<file path="src/rtl/uart_mute_pkg.sv">
package uart_mute_pkg;

  typedef struct packed {
    logic deliver;  // load rxData and raise the data-valid flag
    logic consume;  // drop the data-valid flag
  } rxStrobes_t;

endpackage

</file>
<file path="src/rtl/uart_mute_ctrl.sv">
module uart_mute_ctrl
  import uart_mute_pkg::*;
(
  input  logic       clk,
  input  logic       rstN,
  input  logic       rxEnable,
  input  logic       frameValid,
  input  logic       idleDetect,
  input  logic       wakeMethod,
  input  logic       muteWrite,
  input  logic       muteWriteValue,
  input  logic       dataRead,
  input  logic       isMark,
  input  logic       addrMatch,
  input  logic       flagSet,
  output logic       muted,
  output rxStrobes_t strobes
);

  logic gotByte;
  logic frameEv;
  logic idleEv;
  logic addrMode;
  logic markEv;
  logic idleWake;
  logic hwEvent;
  logic lockAddr;
  logic lockIdle;
  logic swApply;
  logic mutedNext;

  assign addrMode = wakeMethod;
  assign frameEv  = rxEnable & frameValid;
  assign idleEv   = rxEnable & idleDetect;
  assign markEv   = frameEv & addrMode & isMark;
  assign idleWake = idleEv & ~addrMode & muted;
  assign hwEvent  = markEv | idleWake;

  // software lock rules
  assign lockAddr = addrMode & flagSet;
  assign lockIdle = ~addrMode & muteWriteValue & ~gotByte;
  assign swApply  = muteWrite & ~hwEvent & ~lockAddr & ~lockIdle;

  always_comb begin
    mutedNext = muted;
    if (markEv) begin
      mutedNext = ~addrMatch;
    end else if (idleWake) begin
      mutedNext = 1'b0;
    end else if (swApply) begin
      mutedNext = muteWriteValue;
    end
  end

  always_comb begin
    strobes.deliver = 1'b0;
    if (frameEv) begin
      if (addrMode && isMark) begin
        strobes.deliver = addrMatch;
      end else begin
        strobes.deliver = ~muted;
      end
    end
    strobes.consume = dataRead;
  end

  always_ff @(posedge clk or negedge rstN) begin
    if (!rstN) begin
      muted   <= 1'b0;
      gotByte <= 1'b0;
    end else begin
      muted <= mutedNext;
      if (frameEv) begin
        gotByte <= 1'b1;
      end
    end
  end

endmodule

</file>
<file path="src/rtl/uart_mute_datapath.sv">
module uart_mute_datapath
  import uart_mute_pkg::*;
#(
  parameter int DATA_W = 8,
  parameter int ADDR_W = 4
) (
  input  logic              clk,
  input  logic              rstN,
  input  logic [DATA_W-1:0] frameData,
  input  logic [ADDR_W-1:0] nodeAddress,
  input  rxStrobes_t        strobes,
  output logic              isMark,
  output logic              addrMatch,
  output logic              rxNotEmpty,
  output logic [DATA_W-1:0] rxData
);

  localparam int MARK_BIT = DATA_W - 1;

  assign isMark    = frameData[MARK_BIT];
  assign addrMatch = (frameData[ADDR_W-1:0] == nodeAddress);

  always_ff @(posedge clk or negedge rstN) begin
    if (!rstN) begin
      rxData     <= '0;
      rxNotEmpty <= 1'b0;
    end else begin
      if (strobes.deliver) begin
        rxData     <= frameData;
        rxNotEmpty <= 1'b1;
      end else if (strobes.consume) begin
        rxNotEmpty <= 1'b0;
      end
    end
  end

endmodule

</file>
<file path="src/rtl/uart_mute_wakeup.sv">
module uart_mute_wakeup
  import uart_mute_pkg::*;
#(
  parameter int DATA_W = 8,
  parameter int ADDR_W = 4
) (
  input  logic              clk,
  input  logic              rstN,
  input  logic              rxEnable,
  input  logic              frameValid,
  input  logic [DATA_W-1:0] frameData,
  input  logic              idleDetect,
  input  logic              wakeMethod,
  input  logic [ADDR_W-1:0] nodeAddress,
  input  logic              muteWrite,
  input  logic              muteWriteValue,
  input  logic              dataRead,
  output logic              muted,
  output logic              rxNotEmpty,
  output logic [DATA_W-1:0] rxData
);

  rxStrobes_t strobes;
  logic       isMark;
  logic       addrMatch;

  uart_mute_ctrl u_ctrl (
    .clk            (clk),
    .rstN           (rstN),
    .rxEnable       (rxEnable),
    .frameValid     (frameValid),
    .idleDetect     (idleDetect),
    .wakeMethod     (wakeMethod),
    .muteWrite      (muteWrite),
    .muteWriteValue (muteWriteValue),
    .dataRead       (dataRead),
    .isMark         (isMark),
    .addrMatch      (addrMatch),
    .flagSet        (rxNotEmpty),
    .muted          (muted),
    .strobes        (strobes)
  );

  uart_mute_datapath #(
    .DATA_W (DATA_W),
    .ADDR_W (ADDR_W)
  ) u_dp (
    .clk         (clk),
    .rstN        (rstN),
    .frameData   (frameData),
    .nodeAddress (nodeAddress),
    .strobes     (strobes),
    .isMark      (isMark),
    .addrMatch   (addrMatch),
    .rxNotEmpty  (rxNotEmpty),
    .rxData      (rxData)
  );

endmodule

</file>
<file path="config.mk">
export PLATFORM = sky130hd
export DESIGN_NAME = uart_mute_wakeup
export DESIGN_NICKNAME = d
export VERILOG_FILES = /design/src/rtl/uart_mute_pkg.sv /design/src/rtl/uart_mute_ctrl.sv /design/src/rtl/uart_mute_datapath.sv /design/src/rtl/uart_mute_wakeup.sv
export SDC_FILE = /design/constraint.sdc
export NUM_CORES = 1
export LEC_CHECK = 0
export BUFFER_PORTS_ARGS = -buffer_cell sky130_fd_sc_hd__buf_2
export CORE_AREA = 2 2 52 54
export CTS_BUF_LIST = sky130_fd_sc_hd__clkbuf_16
export DETAILED_ROUTE_END_ITERATION = 8
export DIE_AREA = 0 0 54 56
export GPL_TIMING_DRIVEN = 0
export HOLD_SLACK_MARGIN = 0.05
export PLACE_DENSITY = 0.62
export RECOVER_POWER = 50
export SLEW_MARGIN = 20
export SYNTH_ARGS = -nofsm -noshare
export SYNTH_HDL_FRONTEND = slang
export SYNTH_SLANG_ARGS = --single-unit
export TNS_END_PERCENT = 5
</file>
<file path="constraint.sdc">
create_clock -name clk -period 1.4 [get_ports clk]
set_input_delay 0.14 -clock clk [delete_from_list [all_inputs] [get_ports clk]]
set_output_delay 0.14 -clock clk [all_outputs]
set_load 0.02 [all_outputs]
</file>
==> impl_metrics.ini <==
[finish]
area_growth_syn_to_layout_pct = 38.5
diodes = 0
stdcell_area_um2 = 972
final_cells = 134
fin_nets = 126
layout_common_cells = buf_2, nand2_1, dfrtp_1
layout.cells.most_common = buf_2
drive_gt1_share_pct = 41.3

[drt]
via_count = 694
ant_nets = 0
dr.pass1.iters = 4
drt-initial-drc-count = 13
finalWirelength_mm = 1.85
vias_per_cell = 5.18
drc = 0
wl_per_cell_um = 13.8

[placed_design]
dpl_cell_area_um2 = 890
io_buffers = 30
placed_cells = 129
gp_congestion = 0.653
place_hpwl_mm = 1.37

[sta]
rsz0062_at_grt = no
hold_ws_ps = 153
hold_viol = 0
setup_viol = 0
min_period_ps = 1280
slew_violations = 0
slew_headroom_pct = 58.4
setup-tns-final_ps = 0
fmax_mhz = 783
post-route-period-util_pct = 91.2
tightest_slew_ps = 623
clock_skew_ps = 0.459

[floorplan]
io_pins = 31
die_x_um = 54
start_util_pct = 28.9
core_area_um2 = 2430
die-area_um2 = 3020
die_h_um = 56
rows = 18

[yosys]
syn-cell-area_um2 = 702
seq_area_frac_synth_pct = 39.2
ys_ff_latch = 11
yosys_warnings = 0
syn_avg_cell_area_um2 = 10.2
synth_cell_types = 25
syn-num-nets = 90
syn_inst = 69

[setup_path]
critPathArrivalTime_ps = 1380
crit_fanout = 8
cpPeakStageDelay_ps = 480
r2r_cells = 3
required_ps = 1510
path_class = flip-flop to flip-flop
worst_setup_path_end_kind = flip-flop
crit_chain = a21o_1 > a22oi_1 > o211ai_2
startpoint_type = flip-flop
slowest_stage = dfrtp_1

[cts]
post-cts-setup-buffers = 0
clock_path_buffers = 2
insertion_delay_ps = 240
cts_tree = yes
ctsResizeCount = 0
cts.clk_slew.worst_paths_ps = 40
clkSinkCount = 11
numCtsBuffers = 3
htreeDepth = 1
root_buffer = clkbuf_16

[power_and_ir_drop]
pwr_density_cell_nw_per_um2 = 1550
power_mw = 1.50
p_int_uw = 989
p_leak_nw = 0.421
combinationalPowerShare_pct = 32.3
switchingPower_uw = 515
pwr-share-seq_pct = 33.4
max-vdd-ir-drop_mv = 0.588
netSwitchingFraction_pct = 34.2
clockPowerShare_pct = 34.3

[flow_run]
maxCapViolCount = 0

[worst_hold_path]
whs_path_depth = 3
hp-class = input pin to flip-flop

[global_routing]
grt_pass1_vias = 705
grt_pass1_wl_mm = 3.06
overflow = 0
track_usage_pct = 13.7
grt_max_degree = 12
antenna_found_initial = 0

[run_status]
outcome = finished clean
-- repair_timing --
action | CTS | global route
endpoints found under the hold margin | 11 | 0
setup endpoints to repair | 0 | 0
hold buffers | 1 | 0
-- registers in the layout, indices dropped and copies added, names as in the netlist --
register	count
u_ctrl.gotByte	1
u_dp.rxData	8
u_ctrl.muted	1
u_dp.rxNotEmpty	1
-- cells in the mapped netlist --
library cell / n / share of area, %
o22ai_1: 1 / 0.89
dfrtp_1: 11 / 39
nand4_2: 1 / 1.8
buf_4: 1 / 1.1
buf_6: 1 / 1.6
a21o_1: 1 / 1.1
o31ai_1: 1 / 1.1
nor3_4: 1 / 2.3
and2_1: 1 / 0.89
or3_1: 1 / 0.89
a32o_1: 1 / 1.4
a22o_1: 1 / 1.2
a21oi_1: 3 / 2.1
nor2_2: 1 / 0.89
nor3_1: 1 / 0.71
o211ai_2: 7 / 12
a211oi_1: 1 / 1.1
nand2b_1: 1 / 0.89
nand2_1: 11 / 5.9
nand3_1: 4 / 2.9
xnor2_1: 4 / 5.0
a22oi_1: 7 / 7.5
inv_1: 3 / 1.6
a41oi_1: 1 / 1.2
nand3_2: 3 / 4.3
-- final timing paths --
path / from / to / slack [ps]
hold / removal: frameData[5] / u_dp.rxData[5] / 150
setup / recovery: u_ctrl.muted / u_dp.rxData[2] / 120
max in group asynchronous: rstN / u_dp.rxData[4] / 560
min in group asynchronous: rstN / u_ctrl.muted / 440
hold reg to reg: u_ctrl.gotByte / u_ctrl.gotByte / 470
setup reg to reg: u_ctrl.muted / u_dp.rxData[2] / 120
-- layer usage --
metal	vias up	track usage, %	routed length [um]
li1	332	-	-
met1	339	15.9	828
met2	23	23.3	917
met3	0	3.49	106
met4	0	5.36	0
met5	-	0	0
-- through the flow --
stage | utilization, % | setup WS, ps
floorplan | - | 181
global placement | 36.6 | 94.3
detailed placement | 36.6 | 96.6
CTS | 40.2 | 118
global route | 40.0 | 74.9
finish | 40.0 | 123
-- kinds of logic after synthesis --
group                     share of synthesized area, %
DFF                                               39.2
and+or+nand+nor                                   21.4
xor gates and xnor gates                          4.99
buffers and inverters                             4.28
AOI/OAI and AO/OA                                 30.1
-- worst max-delay path: cells and delay by family, from the launching register on --
| kind | cells | cell delay, ps |
|---|---|---|
| compound gates | 3 | 660 |
| flops | 1 | 480 |
-- cell type report --
class                      instances  area [um2]
inverter                           3        11.3
fill                             261        1460
sequential                        11         275
buffer                             2        18.8
clock inverter                     1        3.75
tap                               30        37.5
timing repair buffer              31         154
clock buffer                       3        75.1
multi-input combinational         53         397
-- power groups by stage --
stage	sequential [mW]	clock, mW	combinational [mW]
3_5_place_dp	0.507	0	0.501
2_1_floorplan	0.609	0	0.213
3_3_place_gp	0.500	0	0.493
5_1_grt	0.520	0.543	0.532
6_report	0.502	0.516	0.485
4_1_cts	0.502	0.531	0.504
(Power assumes the default switching activity.)
